==> src/rtl/ctf_pkg.sv <==
// Shared constants and payload type for the coincidence count trigger framer.
// Assumes eight triggers and a 12-bit crossing ID, both fixed by the frame layout.
package ctf_pkg;
    localparam int unsigned N_TRIG    = 8;
    localparam int unsigned XID_W     = 12;
    localparam logic [7:0]  COMMA_K   = 8'hBC;
    localparam logic [2:0]  FRAME_VER = 3'd1;
    localparam int unsigned FRAME_LEN = 4;

    // One crossing's worth of framed results
    typedef struct packed {
        logic              orbit;
        logic [XID_W-1:0]  xid;
        logic [N_TRIG-1:0] trig;
    } ctf_payload_t;
endpackage

==> src/rtl/ctf_xing_capture.sv <==
// Registers the slot bytes, crossing ID and orbit flag on the crossing strobe,
// and raises a one-cycle pulse the cycle after a capture.
// Assumes inputs are valid during the strobe cycle only.
module ctf_xing_capture #(
    parameter int unsigned N_SLOTS = 12,
    parameter int unsigned SLOT_W  = 8,
    parameter int unsigned XID_W   = 12
) (
    input  logic                       clk,
    input  logic                       rst_n,
    input  logic                       stb,
    input  logic [N_SLOTS*SLOT_W-1:0]  slots_in,
    input  logic [XID_W-1:0]           xid_in,
    input  logic                       orbit_in,
    output logic [N_SLOTS*SLOT_W-1:0]  slots_q,
    output logic [XID_W-1:0]           xid_q,
    output logic                       orbit_q,
    output logic                       cap_pulse
);
    // Hold the crossing inputs from one strobe to the next
    always_ff @(posedge clk) begin
        if (!rst_n) begin
            slots_q <= '0;
            xid_q   <= '0;
            orbit_q <= 1'b0;
        end else if (stb) begin
            slots_q <= slots_in;
            xid_q   <= xid_in;
            orbit_q <= orbit_in;
        end
    end

    // Flag the cycle in which freshly captured data is available
    always_ff @(posedge clk) begin
        if (!rst_n) cap_pulse <= 1'b0;
        else        cap_pulse <= stb;
    end
endmodule

==> src/rtl/ctf_coinc_unit.sv <==
// One coincidence trigger: masks each slot byte, counts the slots with any
// unmasked bit set and compares the count with a threshold (count >= thr).
// Purely combinational; the caller registers the result.
module ctf_coinc_unit #(
    parameter int unsigned N_SLOTS = 12,
    parameter int unsigned SLOT_W  = 8,
    parameter int unsigned THR_W   = 4
) (
    input  logic [N_SLOTS*SLOT_W-1:0] slots,
    input  logic [N_SLOTS*SLOT_W-1:0] mask,
    input  logic [THR_W-1:0]          thr,
    output logic                      fire
);
    localparam int unsigned CNT_W = $clog2(N_SLOTS + 1);
    localparam int unsigned CMP_W = (CNT_W > THR_W) ? CNT_W : THR_W;

    logic [N_SLOTS-1:0] hit;
    logic [CNT_W-1:0]   cnt;

    // Per-slot hit detection after masking
    for (genvar s = 0; s < N_SLOTS; s++) begin : g_slot
        assign hit[s] = |(slots[s*SLOT_W +: SLOT_W] & ~mask[s*SLOT_W +: SLOT_W]);
    end

    // Population count of the hit slots
    always_comb begin
        cnt = '0;
        for (int s = 0; s < N_SLOTS; s++) begin
            cnt = cnt + CNT_W'(hit[s]);
        end
    end

    // Threshold comparison at a common width
    assign fire = (CMP_W'(cnt) >= CMP_W'(thr));
endmodule

==> src/rtl/ctf_frame_tx.sv <==
// Emits the four-byte frame: comma (K flag), header, crossing ID low byte,
// trigger word. A frame starts on a strobe when a payload is held; between
// frames the output idles at zero. Assumes strobes at least FRAME_LEN apart.
module ctf_frame_tx
    import ctf_pkg::*;
(
    input  logic         clk,
    input  logic         rst_n,
    input  logic         stb,
    input  logic         pay_valid,
    input  ctf_payload_t pay,
    output logic [7:0]   out_byte,
    output logic         out_k
);
    localparam int unsigned IDX_W = $clog2(FRAME_LEN);

    ctf_payload_t     hold_q;
    logic             busy_q;
    logic [IDX_W-1:0] idx_q;
    logic [7:0]       body_byte;

    // Select the frame body byte for the current position
    always_comb begin
        unique case (idx_q)
            IDX_W'(1): body_byte = {hold_q.orbit, FRAME_VER, hold_q.xid[11:8]};
            IDX_W'(2): body_byte = hold_q.xid[7:0];
            IDX_W'(3): body_byte = hold_q.trig;
            default:   body_byte = 8'h00;
        endcase
    end

    // Sequence the frame bytes and idle between frames
    always_ff @(posedge clk) begin
        if (!rst_n) begin
            out_byte <= 8'h00;
            out_k    <= 1'b0;
            busy_q   <= 1'b0;
            idx_q    <= '0;
            hold_q   <= '0;
        end else if (stb && pay_valid) begin
            out_byte <= COMMA_K;
            out_k    <= 1'b1;
            hold_q   <= pay;
            busy_q   <= 1'b1;
            idx_q    <= IDX_W'(1);
        end else if (busy_q) begin
            out_byte <= body_byte;
            out_k    <= 1'b0;
            idx_q    <= idx_q + IDX_W'(1);
            if (idx_q == IDX_W'(FRAME_LEN - 1)) busy_q <= 1'b0;
        end else begin
            out_byte <= 8'h00;
            out_k    <= 1'b0;
        end
    end
endmodule

==> src/rtl/coinc_trig_framer.sv <==
// Top of the coincidence count trigger framer. Captures a crossing on the
// strobe, evaluates eight masked-count triggers the cycle after, and frames
// the result on the following strobe. Configuration must be stable from a
// strobe through the next cycle.
module coinc_trig_framer
    import ctf_pkg::*;
#(
    parameter int unsigned N_SLOTS = 12,
    parameter int unsigned SLOT_W  = 8,
    parameter int unsigned THR_W   = 4
) (
    input  logic                              clk,
    input  logic                              rst_n,
    input  logic                              xing_stb,
    input  logic [XID_W-1:0]                  xing_id,
    input  logic                              orbit_start,
    input  logic [N_SLOTS*SLOT_W-1:0]         slot_bytes,
    input  logic [N_TRIG*N_SLOTS*SLOT_W-1:0]  mask_cfg,
    input  logic [N_TRIG*THR_W-1:0]           thresh_cfg,
    output logic [7:0]                        out_byte,
    output logic                              out_k
);
    localparam int unsigned MASK_PER_TRIG = N_SLOTS * SLOT_W;

    logic [N_SLOTS*SLOT_W-1:0] slots_q;
    logic [XID_W-1:0]          xid_q;
    logic                      orbit_q;
    logic                      cap_pulse;
    logic [N_TRIG-1:0]         trig_now;
    ctf_payload_t              pay_q;
    logic                      pay_valid;

    ctf_xing_capture #(
        .N_SLOTS (N_SLOTS),
        .SLOT_W  (SLOT_W),
        .XID_W   (XID_W)
    ) u_cap (
        .clk       (clk),
        .rst_n     (rst_n),
        .stb       (xing_stb),
        .slots_in  (slot_bytes),
        .xid_in    (xing_id),
        .orbit_in  (orbit_start),
        .slots_q   (slots_q),
        .xid_q     (xid_q),
        .orbit_q   (orbit_q),
        .cap_pulse (cap_pulse)
    );

    for (genvar t = 0; t < N_TRIG; t++) begin : g_trig
        ctf_coinc_unit #(
            .N_SLOTS (N_SLOTS),
            .SLOT_W  (SLOT_W),
            .THR_W   (THR_W)
        ) u_unit (
            .slots (slots_q),
            .mask  (mask_cfg[t*MASK_PER_TRIG +: MASK_PER_TRIG]),
            .thr   (thresh_cfg[t*THR_W +: THR_W]),
            .fire  (trig_now[t])
        );
    end

    // Register the evaluated crossing as the next frame payload
    always_ff @(posedge clk) begin
        if (!rst_n) begin
            pay_q     <= '0;
            pay_valid <= 1'b0;
        end else if (cap_pulse) begin
            pay_q.orbit <= orbit_q;
            pay_q.xid   <= xid_q;
            pay_q.trig  <= trig_now;
            pay_valid   <= 1'b1;
        end
    end

    ctf_frame_tx u_tx (
        .clk       (clk),
        .rst_n     (rst_n),
        .stb       (xing_stb),
        .pay_valid (pay_valid),
        .pay       (pay_q),
        .out_byte  (out_byte),
        .out_k     (out_k)
    );
endmodule

==> config.mk <==
export PLATFORM = sky130hd
export DESIGN_NAME = coinc_trig_framer
export DESIGN_NICKNAME = d
export VERILOG_FILES = /design/src/rtl/ctf_pkg.sv /design/src/rtl/ctf_xing_capture.sv /design/src/rtl/ctf_coinc_unit.sv /design/src/rtl/ctf_frame_tx.sv /design/src/rtl/coinc_trig_framer.sv
export SDC_FILE = /design/constraint.sdc
export NUM_CORES = 1
export LEC_CHECK = 0
export BUFFER_PORTS_ARGS = -buffer_cell sky130_fd_sc_hd__buf_2
export CAP_MARGIN = 20
export CORE_AREA = 2 2 360 362
export DETAILED_ROUTE_END_ITERATION = 10
export DIE_AREA = 0 0 362 364
export GPL_TIMING_DRIVEN = 1
export PLACE_DENSITY = 0.38
export SYNTH_ARGS = -nofsm -noshare
export SYNTH_HDL_FRONTEND = slang
export SYNTH_SLANG_ARGS = --single-unit
==> constraint.sdc <==
create_clock -name clk -period 7 [get_ports clk]
set_clock_uncertainty 0.05 [all_clocks]
set_input_delay 1.05 -clock clk [delete_from_list [all_inputs] [get_ports clk]]
set_output_delay 1.05 -clock clk [all_outputs]
set_load 0.02 [all_outputs]
# Word-level counts from Yosys, hierarchy flattened
# Cells that the tools add are included.
# classes
bitwise_logic,194
magnitude_cmp,8
n_reduce_logical,100
n_eq_ne,3
muxes,9
add_sub_neg,89
# ops
operator,n
$and 8x8->8,96
$not 8->8,96
$reduce_or 8->1,96
$add 4x1->4,80
$ge 4x4->1,8
$pmux 8 s3,1
$add 1x1->2,8
$mux 8,2
$mux 1,6
$eq 2x2->1 const B,2
$reduce_or 3->1,1
$add 2x1->2 const B,1
$eq 2x1->1 const B,1
$not 1->1,2
$reduce_bool 2->1,1
$reduce_or 2->1,1
$logic_and 1x1->1,1
# totals
wordCells,420
reg_bits,165
inputBits,912

# Logic depth before layout (Yosys ltp)
# Gate-level depths: netlist (run 1).
# logic_depth
depth_word,15
depth_mapped,17
ltp_nobuf,17

# By module
# A second synthesis (run 1) with hierarchy kept.
# unflattened
hier_cells,2023
hier_area_um2,14838.0
# modules_own_cells
mod,cells_per_inst,n_inst,seq_area_each_um2,area_per_inst_um2
ctf_coinc_unit,188,8,0.0,1073.5
ctf_xing_capture,353,1,2202.1,4250.3
ctf_frame_tx,96,1,660.6,1151.1
coinc_trig_framer,70,1,440.4,848.3

# Least setup slack after synthesis (run 1)
# OpenSTA, ideal clock, no wires.
# synth_timing
kind,input port to flip-flop
from,input mask_cfg[398]
to,register pay_q[4] (netlist name)
required_ns,6.814
slack_ns,1.933
arrival_time_ns,4.881
path_buffers,0
path_stages,16
cell_sequence,o22ai_1 or4_1 ha_1 fa_1 fa_1 inv_1 fa_1 inv_1 fa_1 inv_1 fa_1 inv_1 ha_1 or3b_1 o2111ai_1 a31oi_1
# synth_via
elab_chain_cells,15
# synth_lines
element,line,source
start: declaration,coinc_trig_framer.sv:18,"input logic [N_TRIG*N_SLOTS*SLOT_W-1:0] mask_cfg,"
$not 8->8,ctf_coinc_unit.sv:22,assign hit[s] = |(slots[s*SLOT_W +: SLOT_W] & ~mask[s*SLOT_W +: SLOT_W]);
$and 8x8->8,ctf_coinc_unit.sv:22,
$reduce_or 8->1,ctf_coinc_unit.sv:22,
$add 1x1->2,ctf_coinc_unit.sv:29,cnt = cnt + CNT_W'(hit[s]);
$add 4x1->4 (10 in series),ctf_coinc_unit.sv:29,
$ge 4x4->1,ctf_coinc_unit.sv:34,assign fire = (CMP_W'(cnt) >= CMP_W'(thr));
end: declaration,coinc_trig_framer.sv:30,ctf_payload_t pay_q;
# No other way between the ends.
# A chain may end at the register's enable or synchronous reset.

# Worst setup path after layout (run 1)
# layout_timing
from,register u_cap.slots_q[64]
to,register pay_q[2] (netlist name)
# layout_via
elab_chain_cells,7
# layout_lines
element,line,source
start: declaration,ctf_xing_capture.sv:15,"output logic [N_SLOTS*SLOT_W-1:0] slots_q,"
start signal: assignment,ctf_xing_capture.sv:27,slots_q <= slots_in;
$and 8x8->8,ctf_coinc_unit.sv:22,
$reduce_or 8->1,ctf_coinc_unit.sv:22,
$add 4x1->4 (4 in series),ctf_coinc_unit.sv:29,
$ge 4x4->1,ctf_coinc_unit.sv:34,
# No other way between the ends.

==> impl_results.md, run 1 <==
- Number of enable flip-flop cells after synthesis: 0
- Flop2flop setup slack: 1790 ps
- Setup repair after global routing missed its margin: no
- Total count of hold-check failures in the final report: 0
- Clock Tree Buf Depth: 2
- Placement row count: 132
- Endpoint of the worst hold path: u_tx.hold_q[8]$_SDFFE_PN0P_
- Vias in the first global route: 15500
- Class of the tightest hold or removal check: flop to flop
- Synthesized net count: 2412
- Max-Slew Margin vs Limit: 0.363
- CTS tree: built
- Relative area change from synthesis to final layout: 59.3%
- Hold path startpoint: pay_q[8]$_SDFFE_PN0P_
- Synth warn: 0
- Count of unique library cells instantiated by Yosys: 34
- Reg2Reg Launch Point: u_cap.slots_q[64]$_SDFFE_PN0P_
- Destination of the worst register-to-register timing path: pay_q[2]$_SDFFE_PN0P_
- Routed WL: 104000 um
- Clock-pin slew of the registers on the worst-case setup and hold paths: 90 ps
- Total routing usage reported by global routing: 0.152
- Maximum number of pins on one net before global-route repair: 72
- Initial antenna violation count: 43
- Element type at the critical path end: flop
- Root buffer cell: sky130_fd_sc_hd__clkbuf_16
- Fraction of layout cells with a size suffix above 1: 0.459
- Most frequently used flop master after synthesis: sky130_fd_sc_hd__dfxtp_1
- Number of buffers inserted for hold repair after clock tree synthesis: 0
- Summed negative setup slack over all endpoints: 0 ps
- Final setup margin: 1790 ps
- Leading area contributor after synthesis: sky130_fd_sc_hd__dfxtp_1
- Cell Chain, Critical Path: inv_2, o22ai_1, or4_1, fa_1, fa_1, inv_1, fa_1, inv_1, fa_1, inv_1, fa_1, inv_1, ha_1, or3b_1, o2111ai_1, a31oi_1
- Source-to-sink clock delay at the later pin of the worst-skew pair: 520 ps
- Die height: 364 um
- Transition time at the pin with the least slew margin: 948 ps
- Sink Count: 165
- Global route overflow: 0
- Buffers inserted during post-CTS setup optimization: 0
- Number of pins with negative max-slew slack in the final report: 0
- Cell type with the highest occurrence count on the critical path: sky130_fd_sc_hd__fa_1
- Router iterations before antenna repair: 5
- Core Footprint: 0.128 sq mm
- Post-detailed-placement half-perimeter wirelength: 90800 um
- Total number of nets in the final design: 3329
- Worst-path fanout max: 8
- Leak: 9.20 nW
- Count of port buffers added during placement: 920
- Final setup violation count: 0
- Library cell contributing the largest single delay on the critical path: sky130_fd_sc_hd__or4_1
- Synth Area per Inst: 8.92 sq um
- IO Pins: 921
- Worst supply voltage drop on vdd: 0.192 mV
- Sort of element at the start of the critical path: flop
- Result of the run: finished clean
- Upper clock frequency limit: 0.192 GHz
- Count of vias placed by the detailed router: 15200
- Initial DRC Count: 806
- Die area: 0.132 sq mm
- Longest individual stage delay on the worst path: 760 ps
- Resized Gates After CTS: 0
- Total power divided by cell area: 259 mW/mm^2
- Path depth of the worst reg2reg path: 16
- Average wire length per cell after detail routing: 26.0 um
- Leading cell type by number of instances after synthesis: sky130_fd_sc_hd__o22ai_1
- GP Congestion: 0.914
- Worst EP required: 7320 ps
- Period utilization: 0.744
- Setup slack after placement: 1280 ps
- Arrival time of data at the critical path endpoint: 5530 ps
- Post-DRT Antenna Nets: 0
- Total DRC errors in the routed layout: 0
- Final core utilization: 0.152
- Starting utilization of the core area: 0.0956
- Worst hold stages: 1
- Number of storage elements in the synthesis netlist: 165
- Most used standard cells in the synthesized netlist: sky130_fd_sc_hd__o22ai_1, sky130_fd_sc_hd__dfxtp_1, sky130_fd_sc_hd__inv_1
- Post-synthesis instance area: 0.0123 sq mm
- Share of synthesized flip-flops with an asynchronous set or reset: 0
- Mean number of vias per cell: 3.81
- Tmin final: 5210 ps
- Max-capacitance violation count: 0
- Cells after synthesis: 1376
- Ranking of synthesized cells by area: sky130_fd_sc_hd__dfxtp_1, sky130_fd_sc_hd__o22ai_1, sky130_fd_sc_hd__mux2i_1
- Seq/Total Area, Yosys: 0.269
- Classification of the worst setup path: flop to flop
- Die span in x: 362 um
- Number of H-tree levels: 4
- Portion of synthesized cell area occupied by the leading cell type: 0.269
- Global-route wire length before repair: 133000 um
- Number of buffers created by CTS: 17
## how the worst max path moves through the flow
stage | from | end | slack, ps | cells past startpoint
after floorplan | mask_cfg[398] | pay_q[4]$_SDFFE_PN0P_ | 1930 | 16
after global placement | mask_cfg[481] | pay_q[5]$_SDFFE_PN0P_ | 1310 | 17
after detailed placement | mask_cfg[481] | pay_q[5]$_SDFFE_PN0P_ | 1280 | 17
after CTS | u_cap.slots_q[80]$_SDFFE_PN0P_ | pay_q[6]$_SDFFE_PN0P_ | 1740 | 16
after global routing | u_cap.slots_q[68]$_SDFFE_PN0P_ | pay_q[4]$_SDFFE_PN0P_ | 1560 | 16
final | u_cap.slots_q[64]$_SDFFE_PN0P_ | pay_q[2]$_SDFFE_PN0P_ | 1790 | 16
## state kept, by name, indices dropped and copies added, names as in the netlist
register	count
u_tx.idx_q	2
pay_q	21
u_cap.orbit_q	1
pay_valid	1
u_tx.busy_q	1
u_tx.hold_q	21
u_cap.xid_q	12
u_cap.cap_pulse	1
u_tx.out_k	1
u_cap.slots_q	96
u_tx.out_byte	8
## cell families after synthesis
family | share of synthesized area
buffers and inverters | 0.0859
and+or+nand+nor | 0.130
xor gates and xnor gates | 0.00642
muxes | 0.101
DFF | 0.269
AOI/OAI and AO/OA | 0.247
adders and majority gates | 0.161
## routing by layer
metal,routed length (um),vias to the layer above,global-route usage
met4,3610,12,0.0529
met5,80,-,0
met2,52500,791,0.275
met1,42100,7151,0.175
met3,5590,167,0.0315
li1,-,7086,-
## critical path: cells and delay by family, from the launching register on
kind                       cells  cell delay (ps)
and+or+nand+nor                2             1110
AOI/OAI and AO/OA              3              460
DFF                            1              330
buffers and inverters          5              600
adders and majority gates      6             2490
## metrics by stage
step / instance area, sq um / total power (W) / std cells / hold slack [ps]
after floorplan: 12300 / 0.00286 / 1376 / 387
after global placement: 18900 / 0.00410 / 3949 / 396
after detailed placement: 18900 / 0.00412 / 3949 / 410
after CTS: 19500 / 0.00526 / 3981 / 433
after global routing: 19500 / 0.00564 / 3986 / 439
final: 19600 / 0.00506 / 3996 / 428
## report_power, final
part	internal, W	leakage (nW)	switching (W)	total [W]
sequential	0.000994	1.36	0.0000444	0.00104
clock	0.000504	0.313	0.000582	0.00109
combinational	0.00129	7.53	0.00165	0.00294
## cells in the final DEF (no fill, tap or decap), types with 15 or more instances in the layout
cell and instances:
sky130_fd_sc_hd__a21o_1 16, sky130_fd_sc_hd__a22o_1 22, sky130_fd_sc_hd__buf_2 918, sky130_fd_sc_hd__buf_4 16
sky130_fd_sc_hd__clkbuf_16 17, sky130_fd_sc_hd__dfxtp_1 164, sky130_fd_sc_hd__diode_2 15, sky130_fd_sc_hd__fa_1 56
sky130_fd_sc_hd__ha_1 68, sky130_fd_sc_hd__inv_1 128, sky130_fd_sc_hd__inv_2 83, sky130_fd_sc_hd__mux2i_1 124
sky130_fd_sc_hd__nor2b_1 123, sky130_fd_sc_hd__o22ai_1 384, sky130_fd_sc_hd__or4_1 80
## layout make-up
cell class	count	area [sq um]
Multi-Input combinational cell	963	7950
Timing Repair Buffer	935	4730
Fill cell	14800	109000
Antenna cell	15	37.5
Inverter	211	792
Tap cell	1675	2100
Clock inverter	15	225
Clock buffer	17	425
Sequential cell	165	3300
No activity file was read; power rests on OpenSTA's default activity.
==> run 2: changes to the inputs <==
CORE_AREA = 2 2 355 357   (was 2 2 360 362)
DIE_AREA = 0 0 357 359   (was 0 0 362 364)
clock period = 5.3 ns   (was 7 ns; I/O delays follow)
==> impl_results.md, run 2 (synthesized netlist as in run 1, its figures left out) <==
- Result of the run: finished clean
- Final setup violation count: 0 (unchanged)
- Setup slack after placement: -185 ps (-1460 ps)
- GP Congestion: 0.917 (+0.32%)
- Total routing usage reported by global routing: 0.161 (+0.00993)
- Routed WL: 107000 um (+3.2%)
- Die area: 0.128 sq mm (-2.7%)
- Number of H-tree levels: 4 (unchanged)
- Leak: 9.43 nW (+2.5%)
- Maximum number of pins on one net before global-route repair: 72 (unchanged)
- Upper clock frequency limit: 0.195 GHz (+1.4%)
- Fraction of layout cells with a size suffix above 1: 0.468 (+0.00925)
- Final setup margin: 163 ps (-1630 ps)
- Count of port buffers added during placement: 920 (unchanged)
- Count of vias placed by the detailed router: 15500 (+2.1%)
- Largest regs: u_cap.slots_q: 96 flops, pay_q: 21 flops, u_tx.hold_q: 21 flops
- Cell total after placement: 3966 (+0.43%)
- Buffering stage count on the worst path with inverters included: 5 (unchanged)
- Clock Tree Buf Depth: 2 (unchanged)
- Clock-pin slew of the registers on the worst-case setup and hold paths: 90 ps (about the same)
- Most common cell after layout, fill and taps aside: sky130_fd_sc_hd__buf_2
- CTS tree: built
- Post-DRT Antenna Nets: 0 (unchanged)
- Area of all sequential standard cells: 0.00330 sq mm (about the same)
- Filler-free cell count of the finished design: 4018 (+0.55%)
- Total area of multi-input combinational cells: 0.00794 sq mm (about the same)
- Relative area change from synthesis to final layout: 62.5%
- Global route overflow: 0 (unchanged)
- Tmin final: 5140 ps (-70.1 ps)
- Max-Slew Margin vs Limit: 0.462 (+0.0994)
- Class of the tightest hold or removal check: flop to flop
- Initial antenna violation count: 60 (+40%)
- GRT met3 Usage: 0.0293 (-0.00214)
- Vias in the first global route: 16100 (+4.1%)
- Global routing usage on met2: 0.300 (+0.0254)
- Total count of hold-check failures in the final report: 0 (unchanged)
- Library cell contributing the largest single delay on the critical path: sky130_fd_sc_hd__or4_1
- Final design instance area without fill: 0.0199 sq mm (+2.0%)
- Fill cell instance count of the final layout: 14400 (-2.4%)
- Number of pins with negative max-slew slack in the final report: 0 (unchanged)
- Total DRC errors in the routed layout: 0 (unchanged)
- Mean number of vias per cell: 3.87 (+1.6%)
- Period utilization: 0.969 (+0.225)
- Total number of nets in the final design: 3371 (+1.3%)
- Die height: 359 um (-1.4%)
- Source-to-sink clock delay at the later pin of the worst-skew pair: 530 ps (about the same)
- Root buffer cell: sky130_fd_sc_hd__clkbuf_16
- Setup repair after global routing missed its margin: no
- Final core utilization: 0.160 (+0.00764)
- Classification of the worst setup path: flop to flop
- Average wire length per cell after detail routing: 26.7 um (+2.6%)
- Sort of element at the start of the critical path: flop
- Post-detailed-placement half-perimeter wirelength: 94400 um (+4.0%)
- Worst EP required: 5640 ps (-1680 ps)
- Starting utilization of the core area: 0.0985 (+0.00287)
- Global-route track usage on met1: 0.185 (+0.0103)
- Number of buffers inserted for hold repair after clock tree synthesis: 0 (unchanged)
- Longest individual stage delay on the worst path: 630 ps (-130 ps)
- Worst-path fanout max: 8 (unchanged)
- Layer with the highest usage after global routing: met2
- Category of cells accounting for the largest share of critical-path delay: adder cells
- Arrival time of data at the critical path endpoint: 5480 ps (-50 ps)
- Commonest cells after routing, fill and taps aside: sky130_fd_sc_hd__buf_2, sky130_fd_sc_hd__o22ai_1, sky130_fd_sc_hd__dfxtp_1
- Element type at the critical path end: flop
- Router iterations before antenna repair: 5 (unchanged)
- Max FFs per register: 96 (unchanged)
- Global-route wire length before repair: 138000 um (+3.5%)
- Die span in x: 357 um (-1.4%)
- IO Pins: 921 (unchanged)
- Most flop-heavy register: u_cap.slots_q
- Number of buffers created by CTS: 17 (unchanged)
- Placement row count: 130 (-1.5%)
- Cell Area, Placed: 0.0192 sq mm (+1.9%)
- Worst supply voltage drop on vdd: 0.264 mV (+38%)
- Initial DRC Count: 779 (-3.3%)
- Core Footprint: 0.125 sq mm (-2.9%)
- Sink Count: 165 (unchanged)
- Cell type with the highest occurrence count on the critical path: sky130_fd_sc_hd__fa_1
- Max-capacitance violation count: 0 (unchanged)
- Total power divided by cell area: 340 mW/mm^2 (+32%)
- Cell Chain, Critical Path: inv_2, o22ai_1, or4_1, ha_1, fa_1, fa_1, inv_1, fa_1, inv_1, fa_1, inv_1, fa_1, inv_1, ha_1, or3b_1, o2111ai_1, a31oi_1
- Summed negative setup slack over all endpoints: 0 ps (unchanged)
- Transition time at the pin with the least slew margin: 807 ps (-141 ps)
==> run 2: changes by cell type in the layout (fill, tap and decap cells not counted), moves of 3 or more <==
cell,previous run,this run
sky130_fd_sc_hd__buf_12,0,7
sky130_fd_sc_hd__inv_4,0,3
sky130_fd_sc_hd__inv_2,83,77
sky130_fd_sc_hd__nor4_2,5,2
sky130_fd_sc_hd__diode_2,15,20
sky130_fd_sc_hd__buf_4,16,51
sky130_fd_sc_hd__clkinv_2,0,3
sky130_fd_sc_hd__nor4_1,11,14
==> run 2: stage by stage <==
| stage | power (W) | hold WS [ps] |
|---|---|---|
| final | 0.00679 | 413 |
| after global routing | 0.00756 | 432 |
| after CTS | 0.00704 | 409 |
| after detailed placement | 0.00553 | 394 |
| after global placement | 0.00550 | 400 |
| after floorplan | 0.00377 | 387 |
==> run 2: repair_timing <==
action	CTS	global route
setup buffers	0	0
endpoints found under the setup margin	0	5
resized for setup	0	10
hold endpoints to repair	0	0
==> run 2: path summary, 6_finish.rpt <==
path / from / cells after the start / slack (ps) / end
worst max-delay path: u_cap.slots_q[1]$_SDFFE_PN0P_ / 17 / 160 / pay_q[7]$_SDFFE_PN0P_
worst min-delay path: pay_q[8]$_SDFFE_PN0P_ / 1 / 410 / u_tx.hold_q[8]$_SDFFE_PN0P_
worst max register to register: u_cap.slots_q[1]$_SDFFE_PN0P_ / 17 / 160 / pay_q[7]$_SDFFE_PN0P_
worst min register to register: pay_q[8]$_SDFFE_PN0P_ / 1 / 410 / u_tx.hold_q[8]$_SDFFE_PN0P_
==> run 2: power by group <==
group          leakage (nW)  switching (W)  internal, W  total, W
clock                 0.310       0.000766     0.000664   0.00143
combinational          7.76        0.00216      0.00183   0.00399
sequential             1.35      0.0000503      0.00131   0.00136
==> run 2: cell type report <==
cell class	count	area share
multi-input combinational	963	0.398
timing repair buffer	977	0.257
sequential	165	0.166
tap	1650	0.104
inverter	211	0.0403
clock buffer	17	0.0213
clock inverter	15	0.0110
antenna	20	0.00251
==> run 2: metal layers <==
layer  part of all wire  vias up
li1                   -     7198
met1               0.40     7319
met2               0.52      828
met3              0.057      172
met4              0.028       14
met5            0.00086        -
==> run 3: changes to the inputs <==
RECOVER_POWER = 25   (was unset)
==> impl_results.md, run 3 (synthesized netlist as in run 1, its figures left out) <==
- Most common cell after layout, fill and taps aside: sky130_fd_sc_hd__buf_2
- GP Congestion: 0.917 (unchanged)
- Sink Count: 165 (unchanged)
- Destination of the worst register-to-register timing path: pay_q[7]$_SDFFE_PN0P_
- Post-detailed-placement half-perimeter wirelength: 94400 um (unchanged)
- Global-route wire length before repair: 138000 um (unchanged)
- Summed negative setup slack over all endpoints: 0 ps (unchanged)
- Routed WL: 107000 um (about the same)
- Cell total after placement: 3966 (unchanged)
- CTS tree: built
- Total count of hold-check failures in the final report: 0 (unchanged)
- Max FFs per register: 96 (unchanged)
- Count of port buffers added during placement: 920 (unchanged)
- Total routing usage reported by global routing: 0.161 (unchanged)
- Fraction of layout cells with a size suffix above 1: 0.468 (about the same)
- Average wire length per cell after detail routing: 26.7 um (about the same)
- Post-route total power: 0.00679 W (about the same)
- Mean number of vias per cell: 3.88 (+0.30%)
- Element type at the critical path end: flop
- Starting utilization of the core area: 0.0985 (unchanged)
- Source-to-sink clock delay at the later pin of the worst-skew pair: 530 ps (about the same)
- Worst supply voltage drop on vdd: 0.264 mV (about the same)
- Vias in the first global route: 16100 (unchanged)
- Arrival time of data at the critical path endpoint: 5470 ps (about the same)
- Post-DRT Antenna Nets: 0 (unchanged)
- Path depth of the worst reg2reg path: 17 (unchanged)
- Largest regs: u_cap.slots_q: 96 flops, pay_q: 21 flops, u_tx.hold_q: 21 flops
- Filler-free cell count of the finished design: 4017 (-0.025%)
- Period utilization: 0.968 (-0.00110)
- Crit path capture: pay_q[7]$_SDFFE_PN0P_
- Sort of element at the start of the critical path: flop
- Number of pins with negative max-slew slack in the final report: 42 (+42)
- Internal power: 0.00381 W (about the same)
- Max-capacitance violation count: 1 (+1)
- Setup repair after global routing missed its margin: no
- Global route overflow: 0 (unchanged)
- Maximum number of pins on one net before global-route repair: 72 (unchanged)
- Number of H-tree levels: 4 (unchanged)
- Combinational cell fraction of total power: 0.589 (about the same)
- Clock-pin slew of the registers on the worst-case setup and hold paths: 90 ps (about the same)
- Share of total power in sequential cells: 0.201 (about the same)
- Die span in x: 357 um (unchanged)
- Placement row count: 130 (unchanged)
- Count of vias placed by the detailed router: 15600 (+0.27%)
- Launch point of the critical path: u_cap.slots_q[1]$_SDFFE_PN0P_
- Total DRC errors in the routed layout: 0 (unchanged)
- Class of the tightest hold or removal check: flop to flop
- Root buffer cell: sky130_fd_sc_hd__clkbuf_16
- Final setup violation count: 0 (unchanged)
- Flop2flop setup slack: 170 ps (about the same)
- IO Pins: 921 (unchanged)
- Failing checks: max-capacitance violations, max-slew violations
- Transition time at the pin with the least slew margin: 3580 ps (+2780 ps)
- Result of the run: complete, but fails checks
- Die area: 0.128 sq mm (unchanged)
- Reg2Reg Launch Point: u_cap.slots_q[1]$_SDFFE_PN0P_
- Core Footprint: 0.125 sq mm (unchanged)
- Router iterations before antenna repair: 5 (unchanged)
- Relative contribution of the clock network to total power: 0.211 (about the same)
- Initial antenna violation count: 60 (unchanged)
- Classification of the worst setup path: flop to flop
- Number of buffers created by CTS: 17 (unchanged)
- Initial DRC Count: 770 (-1.2%)
- Clock Tree Buf Depth: 2 (unchanged)
- Upper clock frequency limit: 0.195 GHz (+0.11%)
- Final core utilization: 0.160 (about the same)
- Max-Slew Margin vs Limit: -1.39 (-1.85)
- Net switching fraction of the power: 0.439 (about the same)
- Total number of nets in the final design: 3371 (unchanged)
- Leak: 9.42 nW (about the same)
- Relative area change from synthesis to final layout: 62.4% (about the same)
- Tmin final: 5130 ps (-5.83 ps)
- Die height: 359 um (unchanged)
- Switching Power: 0.00298 W (about the same)
- Buffers inserted during post-CTS setup optimization: 0 (unchanged)
- Fill cell instance count of the final layout: 14400 (-0.0069%)
- Total power divided by cell area: 341 mW/mm^2 (about the same)
- Worst EP required: 5640 ps (about the same)
- Most flop-heavy register: u_cap.slots_q
- Commonest cells after routing, fill and taps aside: sky130_fd_sc_hd__buf_2, sky130_fd_sc_hd__o22ai_1, sky130_fd_sc_hd__dfxtp_1
- Worst-path fanout max: 8 (unchanged)
[run 3: changes by cell type in the layout (fill, tap and decap cells not counted)]
cell and change:
sky130_fd_sc_hd__clkbuf_1 +1, sky130_fd_sc_hd__clkbuf_8 -1, sky130_fd_sc_hd__diode_2 -1, sky130_fd_sc_hd__o21ai_0 +1, sky130_fd_sc_hd__o21ai_1 -1
[run 3: final cells by class]
cell class | count | area [sq um] | area share
sequential | 165 | 3300 | 0.166
antenna | 19 | 47.5 | 0.00239
inverter | 211 | 803 | 0.0403
clock buffer | 17 | 425 | 0.0214
timing repair buffer | 977 | 5120 | 0.257
clock inverter | 15 | 220 | 0.0111
tap | 1650 | 2060 | 0.104
multi-input combinational | 963 | 7940 | 0.398
[run 3: timing repair]
item / in CTS / in global routing
setup endpoints to repair: 0 / 5
hold buffers: 0 / 0
resized for setup: 0 / 10
hold endpoints to repair: 0 / 0
[run 3: how the worst min path moves through the flow]
stage | cells past startpoint | to | startpoint
floorplan | 1 | u_tx.hold_q[1]$_SDFFE_PN0P_ | pay_q[1]$_SDFFE_PN0P_
global placement | 1 | u_tx.hold_q[0]$_SDFFE_PN0P_ | pay_q[0]$_SDFFE_PN0P_
finish | 1 | u_tx.hold_q[8]$_SDFFE_PN0P_ | pay_q[8]$_SDFFE_PN0P_
global route | 1 | u_tx.hold_q[9]$_SDFFE_PN0P_ | pay_q[9]$_SDFFE_PN0P_
detailed placement | 1 | u_tx.hold_q[0]$_SDFFE_PN0P_ | pay_q[0]$_SDFFE_PN0P_
CTS | 3 | u_cap.slots_q[36]$_SDFFE_PN0P_ | slot_bytes[36]
[run 3: worst max-delay path, cell delays in order (launching register included)]
cell,delay (ps)
sky130_fd_sc_hd__dfxtp_1,320
sky130_fd_sc_hd__inv_2,200
sky130_fd_sc_hd__o22ai_1,230
sky130_fd_sc_hd__or4_1,630
sky130_fd_sc_hd__ha_1,320
sky130_fd_sc_hd__fa_1,510
sky130_fd_sc_hd__fa_1,570
sky130_fd_sc_hd__inv_1,90
sky130_fd_sc_hd__fa_1,440
sky130_fd_sc_hd__inv_1,80
sky130_fd_sc_hd__fa_1,180
sky130_fd_sc_hd__inv_1,60
sky130_fd_sc_hd__fa_1,530
sky130_fd_sc_hd__inv_1,40
sky130_fd_sc_hd__ha_1,180
sky130_fd_sc_hd__or3b_1,350
sky130_fd_sc_hd__o2111ai_1,110
sky130_fd_sc_hd__a31oi_1,110
[run 3: metrics by stage]
stage          hold WS, ps  instance area, sq um  worst slack [ps]
6_report               413                 19900               169
5_1_grt                432                 19900              5.45
4_1_cts                409                 19900              46.9
3_5_place_dp           394                 19200              -185
3_3_place_gp           400                 19200              -169
2_1_floorplan          387                 12300               488
[run 3: power by group through the flow]
stage | clock, W | combinational (W) | sequential (W)
floorplan | 0 | 0.00240 | 0.00138
global placement | 0 | 0.00411 | 0.00139
detailed placement | 0 | 0.00413 | 0.00139
CTS | 0.00151 | 0.00416 | 0.00137
global route | 0.00153 | 0.00466 | 0.00137
finish | 0.00143 | 0.00399 | 0.00136
[run 3: routing by layer]
metal / wire, um / up-vias / GRT usage
met3: 6190 / 170 / 0.0293
li1: - / 7196 / -
met2: 55600 / 859 / 0.300
met1: 42300 / 7334 / 0.185
met5: 92 / - / 0
met4: 3020 / 14 / 0.0465
